## src/rtl/trk_seq_pkg.sv

```systemverilog
package trk_seq_pkg;
  typedef enum logic [2:0] {
    PH_IDLE = 3'd0, PH_PREP = 3'd1, PH_ARM  = 3'd2, PH_SQL  = 3'd3,
    PH_HOLD = 3'd4, PH_GAP  = 3'd5, PH_VER  = 3'd6, PH_XFER = 3'd7
  } phase_t;

  // squelch length in clock cycles
  function automatic int unsigned sq_len(int unsigned mhz, int unsigned us);
    return mhz * us;
  endfunction

  function automatic int unsigned cnt_bits(int unsigned n);
    return $clog2(n + 1);
  endfunction
endpackage

```

## src/rtl/trk_sq_timer.sv

```systemverilog
module trk_sq_timer #(
  parameter int unsigned LEN = 70000
) (
  input  logic clk,
  input  logic rst_n,
  input  logic clr,
  input  logic fire,
  output logic busy,
  output logic tmo
);
  localparam int unsigned CW = trk_seq_pkg::cnt_bits(LEN);
  logic [CW-1:0] cnt;

  always_ff @(posedge clk) begin
    if (!rst_n || clr)   cnt <= '0;
    else if (fire)       cnt <= CW'(LEN);
    else if (cnt != '0)  cnt <= cnt - 1'b1;
  end

  assign busy = (cnt != '0);
  assign tmo  = (cnt == CW'(1));

  // a fire always starts the interval
  p_fire_starts_r3: assert property (@(posedge clk) disable iff (!rst_n)
    (fire && !clr) |=> busy);
  // the interval only ends through the timeout cycle or a clear
  p_end_via_tmo_r3: assert property (@(posedge clk) disable iff (!rst_n)
    $fell(busy) |-> ($past(tmo) || $past(clr)));
endmodule

```

## src/rtl/trk_xfer_ctl.sv

```systemverilog
module trk_xfer_ctl (
  input  logic clk,
  input  logic rst_n,
  input  logic clr,
  input  logic active,
  input  logic in_xfer,
  input  logic wr_q,
  input  logic b1,
  input  logic stop_in,
  output logic wr_gate,
  output logic stop_q
);
  always_ff @(posedge clk) begin
    if (!rst_n || clr) begin
      wr_gate <= 1'b0;
      stop_q  <= 1'b0;
    end else begin
      if (in_xfer && wr_q && b1) wr_gate <= 1'b1;
      if (active && stop_in)     stop_q  <= 1'b1;
    end
  end

  // write gate rises only on a B1 strobe of a write operation
  p_wgate_b1_r7: assert property (@(posedge clk) disable iff (!rst_n)
    $rose(wr_gate) |-> ($past(b1) && $past(wr_q) && $past(in_xfer)));
endmodule

```

## src/rtl/trk_op_seq.sv

```systemverilog
module trk_op_seq #(
  parameter int unsigned CLK_MHZ = 200,
  parameter int unsigned SQ_US   = 350
) (
  input  logic       clk,
  input  logic       rst_n,
  input  logic       idle_clr,
  input  logic       start,
  input  logic       wr_op,
  input  logic       prep_ok,
  input  logic       early_idx,
  input  logic       late_idx,
  input  logic       gap_trail,
  input  logic       cmp_valid,
  input  logic       cmp_pass,
  input  logic       b1_time,
  input  logic       area_end,
  input  logic       end_track,
  input  logic       host_stop,
  output logic [2:0] phase,
  output logic [2:0] prep_flags,
  output logic       squelch,
  output logic       rd_gate,
  output logic       wr_gate,
  output logic       done_normal,
  output logic       done_unusual
);
  import trk_seq_pkg::*;
  localparam int unsigned SQ_CYCLES = sq_len(CLK_MHZ, SQ_US);

  phase_t state, state_nx;
  logic   wr_q, first_idx, mon_q;
  logic   sq_fire, sq_busy, sq_tmo;
  logic   end_ok, end_bad, go_idle, stop_q;

  // named internal events
  assign sq_fire = (state == PH_ARM) && early_idx && !idle_clr;
  assign end_bad = (state == PH_VER) && cmp_valid && !cmp_pass;
  assign end_ok  = (state == PH_XFER) &&
                   (end_track || (area_end && (stop_q || host_stop)));
  assign go_idle = idle_clr || end_ok || end_bad;

  always_comb begin
    state_nx = state;
    unique case (state)
      PH_IDLE: if (start)                  state_nx = PH_PREP;
      PH_PREP: if (prep_ok)                state_nx = PH_ARM;
      PH_ARM:  if (early_idx)              state_nx = PH_SQL;
      PH_SQL:  if (sq_tmo)                 state_nx = PH_HOLD;
      PH_HOLD: if (late_idx && first_idx)  state_nx = PH_GAP;
      PH_GAP:  if (gap_trail)              state_nx = PH_VER;
      PH_VER:  if (cmp_valid)              state_nx = cmp_pass ? PH_XFER : PH_IDLE;
      PH_XFER: if (end_ok)                 state_nx = PH_IDLE;
      default:                             state_nx = PH_IDLE;
    endcase
    if (idle_clr) state_nx = PH_IDLE;
  end

  always_ff @(posedge clk) begin
    if (!rst_n) begin
      state        <= PH_IDLE;
      wr_q         <= 1'b0;
      first_idx    <= 1'b0;
      mon_q        <= 1'b0;
      done_normal  <= 1'b0;
      done_unusual <= 1'b0;
    end else begin
      state        <= state_nx;
      done_normal  <= end_ok  && !idle_clr;
      done_unusual <= end_bad && !idle_clr;
      if (go_idle) begin
        mon_q     <= 1'b0;
        first_idx <= 1'b0;
      end else begin
        if (state == PH_IDLE && start)               wr_q      <= wr_op;
        if (state == PH_PREP && prep_ok)             mon_q     <= 1'b1;
        if (sq_fire)                                 first_idx <= 1'b1;
        if (state == PH_HOLD && late_idx && first_idx) first_idx <= 1'b0;
      end
    end
  end

  trk_sq_timer #(.LEN(SQ_CYCLES)) u_sq (
    .clk(clk), .rst_n(rst_n), .clr(idle_clr), .fire(sq_fire),
    .busy(sq_busy), .tmo(sq_tmo)
  );

  trk_xfer_ctl u_xf (
    .clk(clk), .rst_n(rst_n), .clr(go_idle),
    .active(state != PH_IDLE), .in_xfer(state == PH_XFER),
    .wr_q(wr_q), .b1(b1_time), .stop_in(host_stop),
    .wr_gate(wr_gate), .stop_q(stop_q)
  );

  assign phase      = state;
  assign prep_flags = {3{mon_q}};
  assign squelch    = sq_busy;
  assign rd_gate    = (state == PH_VER) || (state == PH_XFER);

  // machine idle always lands in idle with the write gate down
  p_idle_clr_r10: assert property (@(posedge clk) disable iff (!rst_n)
    idle_clr |=> (phase == 3'd0 && !wr_gate && !done_normal && !done_unusual));
  // failed compare gives the unusual end
  p_fail_end_r6: assert property (@(posedge clk) disable iff (!rst_n)
    (end_bad && !idle_clr) |=> (done_unusual && phase == 3'd0));
  // read gate opens only after a gap edge
  p_rdgate_gap_r5: assert property (@(posedge clk) disable iff (!rst_n)
    $rose(rd_gate) |-> $past(gap_trail));
  // the squelch is never fired while it runs
  p_no_refire_r3: assert property (@(posedge clk) disable iff (!rst_n)
    sq_busy |-> !sq_fire);
  // the two end pulses never coincide
  p_end_excl_r8: assert property (@(posedge clk) disable iff (!rst_n)
    !(done_normal && done_unusual));
endmodule

```

## config.mk

```make
export PLATFORM = sky130hd
export DESIGN_NAME = trk_op_seq
export DESIGN_NICKNAME = d
export VERILOG_FILES = /design/src/rtl/trk_seq_pkg.sv /design/src/rtl/trk_sq_timer.sv /design/src/rtl/trk_xfer_ctl.sv /design/src/rtl/trk_op_seq.sv
export SDC_FILE = /design/constraint.sdc
export NUM_CORES = 1
export LEC_CHECK = 0
export BUFFER_PORTS_ARGS = -buffer_cell sky130_fd_sc_hd__buf_4
export CORE_ASPECT_RATIO = 1.5
export CORE_UTILIZATION = 25
export DETAILED_ROUTE_END_ITERATION = 8
export PLACE_DENSITY_LB_ADDON = 0.2
export SLEW_MARGIN = 15
export SYNTH_ARGS = -nofsm -noshare
export SYNTH_HDL_FRONTEND = slang
export SYNTH_SLANG_ARGS = --single-unit
```

## constraint.sdc

```tcl
create_clock -name clk -period 3 [get_ports clk]
set_input_delay 0.15 -clock clk [delete_from_list [all_inputs] [get_ports clk]]
set_output_delay 0.15 -clock clk [all_outputs]
set_load 0.005 [all_outputs]
```

==> impl_metrics.env, run 1 <==
export IMPL_numPortBuffers=25
export IMPL_detail_route_vias_per_cell=4.85
export IMPL_detailedPlace_worstSlack_ps=1150
export IMPL_timing_final_hold_violations=0
export IMPL_fmax_ghz=0.517
export IMPL_worstMarginPinSlew_ps=483
export IMPL_start_kind="register"
export IMPL_cts_max_level=1
export IMPL_power_total_mw=2.04
export IMPL_gpl_final_weighted_congestion=0.738
export IMPL_outcome="finished, final reports clean"
export IMPL_power_static_leakage_nw=0.697
export IMPL_ir_drop_uv=372
export IMPL_regMostFlops="u_sq.cnt"
export IMPL_fin_nets=206
export IMPL_tritoncts_num_sinks=27
export IMPL_clockBufferDepth=2
export IMPL_grt_first_pass_wirelength_mm=5.89
export IMPL_ys_seq_elements=27
export IMPL_yosys_warnings=0
export IMPL_route_final_wire_length_mm=3.48
export IMPL_worst_endpoint_arrival_ps=1780
export IMPL_largest_register_ff_count=17
export IMPL_worst_hold_path_type="primary input to register"
export IMPL_drc_errors=0
export IMPL_layout_commonest_cell="dfxtp_1"
export IMPL_wp_data_required_ps=2850
export IMPL_postLayoutSetupSlackWorst_ps=1070
export IMPL_num_antenna_cells=0
export IMPL_report_final_setup_viol=0
export IMPL_drt_iter0_drc=46
export IMPL_synth_cell_area_sq_mm=0.00148
export IMPL_clkTransAtPathRegs_ps=90
export IMPL_finalCritPeriodShare=0.644
export IMPL_core_area_sq_mm=0.00574
export IMPL_power_density_mw_per_mm2=1160
export IMPL_worst_setup_path_type="register to output port"
export IMPL_cts_inserted_buffers=3
export IMPL_post_cts_resized=0
export IMPL_floorplan_die_width_um=64.9
export IMPL_synthesis_instances=167
export IMPL_synth_area_per_cell_sq_um=8.87
export IMPL_floorplan_io_pins=26
export IMPL_grt_start_max_net_pins=16
export IMPL_antenna_found_initial=0
export IMPL_cap_viol_max_count=0
export IMPL_synth_edf_count=0
export IMPL_mostFrequentLayoutCells="dfxtp_1, buf_4, nor2_1, xor2_1, nand2_1"
export IMPL_synth_fp_nets=185
export IMPL_holdBufCountCts=0
export IMPL_drt_pass1_iterations=4
export IMPL_hold_path_cell_count=2
export IMPL_design_die_area_sq_mm=0.00624
export IMPL_skew_ps=1.28
export IMPL_cts_post_setup_buffers_inserted=0
export IMPL_drive_gt1_frac=0.198
export IMPL_critical_path_max_fanout=5
export IMPL_total_global_route_track_usage=0.124
export IMPL_chipHeight_um=96.3
export IMPL_syn2layout_area_growth_pct=18.2
export IMPL_report_final_slew_viol_count=0
export IMPL_ff2ff_path_depth=5
export IMPL_rsz0062_at_grt="no"
export IMPL_post_route_min_period_ps=1930
export IMPL_first_global_vias=1259
export IMPL_via_count=1255
export IMPL_dominantRegCellSynth="dfxtp_1"
export IMPL_worst_case_headroom_to_the_max_slew_limit=0.677
export IMPL_clk_latency_ps=270
export IMPL_endpoint_kind="output port"
export IMPL_start_util=0.258
export IMPL_clockRootBuffer="clkbuf_8"
export IMPL_synth_distinct_cells=46
export IMPL_grt_overflow_total=0
export IMPL_setup_tns_final_ps=0
export IMPL_placement_rows=34
export IMPL_drt_wirelength_per_cell_um=13.4
export IMPL_dp_final_hpwl_mm=2.67
export IMPL_drt_antenna_violating_nets=0
export IMPL_tritoncts_clock_tree="built"
export IMPL_synth_async_reset_ratio=0
export IMPL_ys_seq_area_frac=0.365
[layer usage]
layer | vias to the layer above | part of all wire | global-route usage | wire [um]
li1 | 640 | - | - | -
met1 | 589 | 0.41 | 0.129 | 1440
met2 | 21 | 0.53 | 0.240 | 1860
met3 | 5 | 0.034 | 0.0190 | 117
met4 | 0 | 0.019 | 0.0556 | 65
met5 | - | 0 | 0 | 0
[synth_stat cells, drive strengths merged, types with 4 or more instances]
master,number,area [sq um]
nor2,21,78.8
dfxtp,27,541
inv,5,18.8
clkbuf,4,15.0
xor2,13,114
buf,5,37.5
a31oi,4,25.0
nand2,12,45.0
nor2b,4,25.0
nor4,5,76.3
a21oi,9,45.0
nand3,7,40.0
o211ai,4,30.0
nor3,4,20.0
[through the flow]
stage	area [sq um]	util	cells	hold WS (ps)
6_report	1750	0.305	259	60.7
2_1_floorplan	1480	-	167	226
4_1_cts	1750	0.305	259	58.7
5_1_grt	1750	0.305	259	53.0
3_3_place_gp	1710	0.297	255	356
3_5_place_dp	1710	0.297	255	357
[logic make-up (layout without fill, tap and decap cells)]
group | after synthesis | count (layout) | share of synthesized area
AND/OR/NAND/NOR | 76 | 76 | 0.321
AO/OA/AOI/OAI | 31 | 31 | 0.145
flip-flops | 27 | 27 | 0.365
XOR/XNOR | 15 | 15 | 0.0887
buffers and inverters | 14 | 34 | 0.0481
adder cells (fa/ha/maj) | 3 | 3 | 0.0253
multiplexers | 1 | 1 | 0.00676
[worst max-delay path, cell delays in order (launching register included)]
cell	delay (ps)
dfxtp_1	370
nor4_4	450
and4b_1	350
nand3_2	160
buf_4	180
[where the power goes]
group	switching (mW)	internal (mW)
clock	0.112	0.0952
combinational	0.698	0.558
sequential	0.122	0.450
[worst paths after layout]
kind	start	end	slack (ps)
setup / recovery	u_sq.cnt[8]$_SDFFE_PP0P_	squelch	1070
hold / removal	cmp_pass	done_unusual$_SDFF_PN0_	60
setup reg to reg	u_sq.cnt[8]$_SDFFE_PP0P_	phase[1]$_SDFFE_PP0P_	1150
hold reg to reg	u_xf.stop_q$_SDFFE_PP0P_	u_xf.stop_q$_SDFFE_PP0P_	470
[final cells by class]
class | instances | area [sq um]
clock buffers | 4 | 45.0
fillers | 655 | 3990
inverters | 5 | 18.8
multi-input cells | 126 | 870
flip-flops and latches | 27 | 541
well taps | 72 | 90.1
repair buffers | 25 | 188
No activity file was read; power rests on OpenSTA's default activity.
==> inputs of run 2 (changes only) <==
- ABC_AREA: default -> 1
- clock period: 3 -> 2 ns (I/O delays scaled with it)
==> impl_metrics.env, run 2 <==
export IMPL_clkTransAtPathRegs_ps=100
export IMPL_clockRootBuffer="clkbuf_8"
export IMPL_worst_case_headroom_to_the_max_slew_limit=0.766
export IMPL_total_global_route_track_usage=0.132
export IMPL_skew_ps=4.70
export IMPL_synth_cell_area_sq_mm=0.00165
export IMPL_synth_area_per_cell_sq_um=6.88
export IMPL_holdBufCountCts=0
export IMPL_dominantRegCellSynth="dfxtp_1"
export IMPL_regMostFlops="u_sq.cnt"
export IMPL_syn2layout_area_growth_pct=19.3
export IMPL_route_final_wire_length_mm=4.05
export IMPL_wp_data_required_ps=2170
export IMPL_yosysTopAreaCell="dfxtp_1"
export IMPL_netlist_top_cells_area="dfxtp_1, nand2_1, nor2_1, inv_1, a21oi_1"
export IMPL_report_final_slew_viol_count=0
export IMPL_grt_start_max_net_pins=15
export IMPL_tritoncts_clock_tree="built"
export IMPL_worstMarginPinSlew_ps=350
export IMPL_ys_seq_area_frac=0.329
export IMPL_postPlaceCellArea_sq_mm=0.00192
export IMPL_setup_tns_final_ps=0
export IMPL_cap_viol_max_count=0
export IMPL_worst_setup_path_type="register to register"
export IMPL_synth_fp_nets=257
export IMPL_power_density_mw_per_mm2=1760
export IMPL_detail_route_vias_per_cell=4.58
export IMPL_antenna_found_initial=0
export IMPL_synthesis_instances=239
export IMPL_floorplan_io_pins=26
export IMPL_worst_endpoint_arrival_ps=1800
export IMPL_placement_rows=35
export IMPL_clockBufferDepth=2
export IMPL_endpoint_kind="register"
export IMPL_start_kind="register"
export IMPL_first_global_vias=1580
export IMPL_timing_critical_path_cells="inv_1 > ha_1 > inv_1 > nor2_1 > inv_1 > nor2_1 > nand2_1 > xor2_1 > nand2_1 > nor2_1"
export IMPL_fmax_ghz=0.614
export IMPL_floorplan_die_width_um=68.2
export IMPL_drt_pass1_iterations=4
export IMPL_fin_area_sq_mm=0.00196
export IMPL_core_area_sq_mm=0.00626
export IMPL_post_cts_resized=0
export IMPL_tritoncts_num_sinks=27
export IMPL_drc_errors=0
export IMPL_numPortBuffers=25
export IMPL_fin_nets=286
export IMPL_cts_max_level=1
export IMPL_cpPeakStageDelay_ps=370
export IMPL_cts_post_setup_buffers_inserted=0
export IMPL_layout_filler_cells=693
export IMPL_post_route_min_period_ps=1630
export IMPL_timing_final_hold_violations=0
export IMPL_largest_register_ff_count=17
export IMPL_num_antenna_cells=0
export IMPL_drt_iter0_drc=58
export IMPL_netlist_area_leader_share=0.329
export IMPL_yosys_warnings=0
export IMPL_synth_distinct_cells=30
export IMPL_dp_final_hpwl_mm=3.31
export IMPL_drive_gt1_frac=0.225
export IMPL_power_static_leakage_nw=0.921
export IMPL_outcome="finished, final reports clean"
export IMPL_finalCritPeriodShare=0.814
export IMPL_clk_latency_ps=270
export IMPL_synth_async_reset_ratio=0
export IMPL_drt_antenna_violating_nets=0
export IMPL_critical_path_max_fanout=6
export IMPL_critical_path_slowest_cell="dfxtp_1"
export IMPL_gpl_final_weighted_congestion=0.788
export IMPL_chipHeight_um=101
export IMPL_ys_seq_elements=27
export IMPL_netlist_top_cells_count="nand2_1, nor2_1, dfxtp_1, inv_1, a21oi_1"
export IMPL_grt_first_pass_wirelength_mm=6.89
export IMPL_worst_hold_path_type="primary input to register"
export IMPL_cts_inserted_buffers=3
export IMPL_synth_edf_count=0
export IMPL_report_final_setup_viol=0
export IMPL_start_util=0.263
export IMPL_rsz0062_at_grt="no"
export IMPL_layout_commonest_cell="nand2_1"
export IMPL_drt_wirelength_per_cell_um=11.9
export IMPL_grt_overflow_total=0
export IMPL_mostFrequentLayoutCells="nand2_1, nor2_1, buf_4, inv_1, dfxtp_1"
export IMPL_via_count=1561
export IMPL_synth_most_common_cell="nand2_1"
export IMPL_design_die_area_sq_mm=0.00692
export IMPL_ir_drop_uv=626
run 2: changes by cell type in the layout (fill, tap and decap cells not counted), sizes merged, moves of 4 or more:
cell	change
nand2	+43
nor2	+27
inv	+26
nand3	+10
nand4	+10
xor2	-9
a21oi	+7
nor2b	-4
nor4	-4
o211ai	-4
o21ai	+4
run 2: layout make-up:
| class | instances | area (sq um) | share of cell area |
|---|---|---|---|
| multi-input combinational | 177 | 956 | 0.487 |
| timing repair buffer | 28 | 210 | 0.107 |
| clock buffer | 4 | 45.0 | 0.0229 |
| tap | 74 | 92.6 | 0.0472 |
| inverter | 31 | 119 | 0.0605 |
| sequential | 27 | 541 | 0.275 |
run 2: worst max-delay path, delay by kind of cell, from the launching register on:
kind	cells	cell delay (ps)
simple gates	5	560
flops	1	370
buf+inv	3	270
fa+ha+maj	1	180
xor+xnor	1	140
run 2: stage by stage:
stage                     hold WS (ps)  utilization  power (mW)  setup WS (ps)  std cells
final                             79.3        0.313        3.46            372        341
after global routing               103        0.313        3.88            177        341
after CTS                         80.5        0.313        3.51            358        341
after detailed placement           371        0.306        3.17            378        337
after global placement             364        0.306        3.18            409        337
after floorplan                    238            -        2.64            520        239
run 2: cells by family after synthesis:
| kind of cell | count (synthesis) | share of synthesized area |
|---|---|---|
| compound gates | 28 | 0.0966 |
| buf+inv | 35 | 0.0905 |
| simple gates | 142 | 0.440 |
| flops | 27 | 0.329 |
| xor+xnor | 4 | 0.0213 |
| fa+ha+maj | 3 | 0.0228 |
run 2: path summary, 6_finish.rpt:
path | cells past startpoint | slack, ps | endpoint | start
worst max-delay path | 10 | 370 | u_sq.cnt[14]$_SDFFE_PP0P_ | u_sq.cnt[0]$_SDFFE_PP0P_
worst min-delay path | 3 | 80 | u_xf.stop_q$_SDFFE_PP0P_ | host_stop
worst max register to register | 10 | 370 | u_sq.cnt[14]$_SDFFE_PP0P_ | u_sq.cnt[0]$_SDFFE_PP0P_
worst min register to register | 2 | 450 | wr_q$_SDFFE_PN0P_ | wr_q$_SDFFE_PN0P_
run 2: metal layers:
metal  track usage  routed length (um)
met3        0.0169                 149
met2         0.245                2120
met1         0.144                1720
met4        0.0545                  59
met5             0                   0
run 2: power breakdown:
part	switching, mW	leakage, nW	internal [mW]
logic	1.46	0.679	0.838
registers	0.159	0.220	0.686
clock network	0.175	0.0228	0.143
total	1.80	0.921	1.67
==> inputs of run 3 (changes only) <==
- ABC_AREA: 1 -> 0
- clock period: 2 -> 1.5 ns (I/O delays scaled with it)
==> impl_metrics.env, run 3 (same netlist as run 1, synthesis figures left out) <==
export IMPL_postLayoutSetupSlackWorst_ps=-86.0
export IMPL_gpl_final_weighted_congestion=0.846
export IMPL_worst_hold_path_type="primary input to register"
export IMPL_clockBufferDepth=2
export IMPL_layout_core_utilization=0.393
export IMPL_via_count=1453
export IMPL_clockRootBuffer="clkbuf_8"
export IMPL_drt_pass1_iterations=4
export IMPL_drt_wirelength_per_cell_um=13.0
export IMPL_placement_rows=34
export IMPL_layout_commonest_cell="buf_4"
export IMPL_violations="setup timing"
export IMPL_drt_antenna_violating_nets=0
export IMPL_power_density_mw_per_mm2=2470
export IMPL_syn2layout_area_growth_pct=52.5
export IMPL_chipHeight_um=96.3
export IMPL_post_route_min_period_ps=1590
export IMPL_worst_setup_path_type="register to register"
export IMPL_cpPeakStageDelay_ps=350
export IMPL_finalCritPeriodShare=1.06
export IMPL_timing_critical_path_mode_cell="buf_4"
export IMPL_start_kind="register"
export IMPL_cts_inserted_buffers=3
export IMPL_mostFrequentLayoutCells="buf_4, nor2_1, dfxtp_1, xor2_1, nand2_1"
export IMPL_endpoint_kind="register"
export IMPL_detail_route_vias_per_cell=4.66
export IMPL_critical_path_max_fanout=4
export IMPL_report_final_slew_viol_count=0
export IMPL_report_final_setup_viol=14
export IMPL_regMostFlops="u_sq.cnt"
export IMPL_largest_register_ff_count=17
export IMPL_floorplan_io_pins=26
export IMPL_layout_filler_cells=606
export IMPL_total_global_route_track_usage=0.142
export IMPL_drt_iter0_drc=38
export IMPL_worst_endpoint_arrival_ps=1800
export IMPL_antenna_found_initial=0
export IMPL_drc_errors=0
export IMPL_worstMarginPinSlew_ps=286
export IMPL_tritoncts_num_sinks=27
export IMPL_outcome="finished, violations left"
export IMPL_fmax_ghz=0.630
export IMPL_ir_drop_uv=1280
export IMPL_route_final_wire_length_mm=4.06
export IMPL_fin_area_sq_mm=0.00226
export IMPL_family_of_cells_with_the_greatest_summed_delay_on_the_critical_path="simple AND/OR/NAND/NOR gates"
export IMPL_timing_critical_path_cells="nor4_4 > buf_4 > buf_4 > and3_1 > nand3_1 > xor2_1 > a21oi_1"
export IMPL_start_util=0.258
export IMPL_cts_max_level=1
export IMPL_worst_case_headroom_to_the_max_slew_limit=0.808
export IMPL_numPortBuffers=25
export IMPL_first_global_vias=1514
export IMPL_grt_first_pass_wirelength_mm=6.82
export IMPL_crit_buf_inv=2
export IMPL_skew_ps=4.39
export IMPL_drive_gt1_frac=0.446
export IMPL_wp_data_required_ps=1710
export IMPL_grt_overflow_total=0
export IMPL_grt_start_max_net_pins=15
export IMPL_dp_final_hpwl_mm=3.13
export IMPL_clk_latency_ps=270
export IMPL_floorplan_die_width_um=64.9
export IMPL_fin_nets=259
export IMPL_critical_path_slowest_cell="dfxtp_2"
export IMPL_timing_final_hold_violations=0
export IMPL_hold_worst_slack_ps=13.4
export IMPL_design_die_area_sq_mm=0.00624
export IMPL_cap_viol_max_count=0
export IMPL_rsz0062_at_grt="yes"
export IMPL_power_static_leakage_nw=0.979
export IMPL_core_area_sq_mm=0.00574
export IMPL_setup_tns_final_ps=-632
export IMPL_tritoncts_clock_tree="built"
export IMPL_num_antenna_cells=0
export IMPL_clkTransAtPathRegs_ps=100
export IMPL_postPlaceCellArea_sq_mm=0.00206
==> run 3: cell count changes in the layout (fill, tap and decap cells not counted), sizes merged, moves of 4 or more <==
cell,delta
buf,+49
nand2,-43
nor2,-27
inv,-26
nand3,-10
nand4,-10
xor2,+9
a21oi,-7
nor2b,+4
nor4,+4
o211ai,+4
o21ai,-4
==> run 3: cell type report <==
class	count	area (sq um)	share of cell area
Timing Repair Buffer	78	616	0.272
Clock buffer	4	45.0	0.0199
Tap cell	72	90.1	0.0399
Inverter	5	18.8	0.00831
Multi-Input combinational cell	126	938	0.415
Sequential cell	27	552	0.244
==> run 3: report_power, final <==
| group | internal (mW) | switching (mW) |
|---|---|---|
| combinational | 2.16 | 1.90 |
| clock | 0.191 | 0.237 |
| sequential | 0.907 | 0.175 |
| total | 3.26 | 2.32 |
==> run 3: path summary, 6_finish.rpt <==
kind | start | end | slack, ps | depth (start not counted)
worst max-delay path | u_sq.cnt[4]$_SDFFE_PP0P_ | u_sq.cnt[12]$_SDFFE_PP0P_ | -90 | 7
worst min-delay path | rst_n | wr_q$_SDFFE_PN0P_ | 10 | 2
worst max register to register | u_sq.cnt[4]$_SDFFE_PP0P_ | u_sq.cnt[12]$_SDFFE_PP0P_ | -90 | 7
worst min register to register | u_xf.stop_q$_SDFFE_PP0P_ | u_xf.stop_q$_SDFFE_PP0P_ | 480 | 1
==> run 3: layer usage <==
layer | vias up | global-route usage | routed length, um
li1 | 745 | - | -
met3 | 8 | 0.0201 | 117
met2 | 23 | 0.293 | 2330
met1 | 677 | 0.136 | 1540
met4 | 0 | 0.0556 | 77
met5 | - | 0 | 0
==> run 3: through the flow <==
step                      total power, mW  cells  worst slack, ps
after floorplan                      3.18    167            -39.5
after global placement               4.37    299             -128
after detailed placement             4.35    299             -164
after CTS                            5.19    307            -72.1
after global routing                 6.04    312             -218
final                                5.57    312            -86.0
==> run 3: repair_timing <==
item,4_1_cts,5_1_grt
endpoints found under the setup margin,17,25
hold endpoints to repair,1,0
hold buffers,1,0
cloned,0,0
gates resized for setup,11,10
setup buffers,3,5
pin swaps,14,5
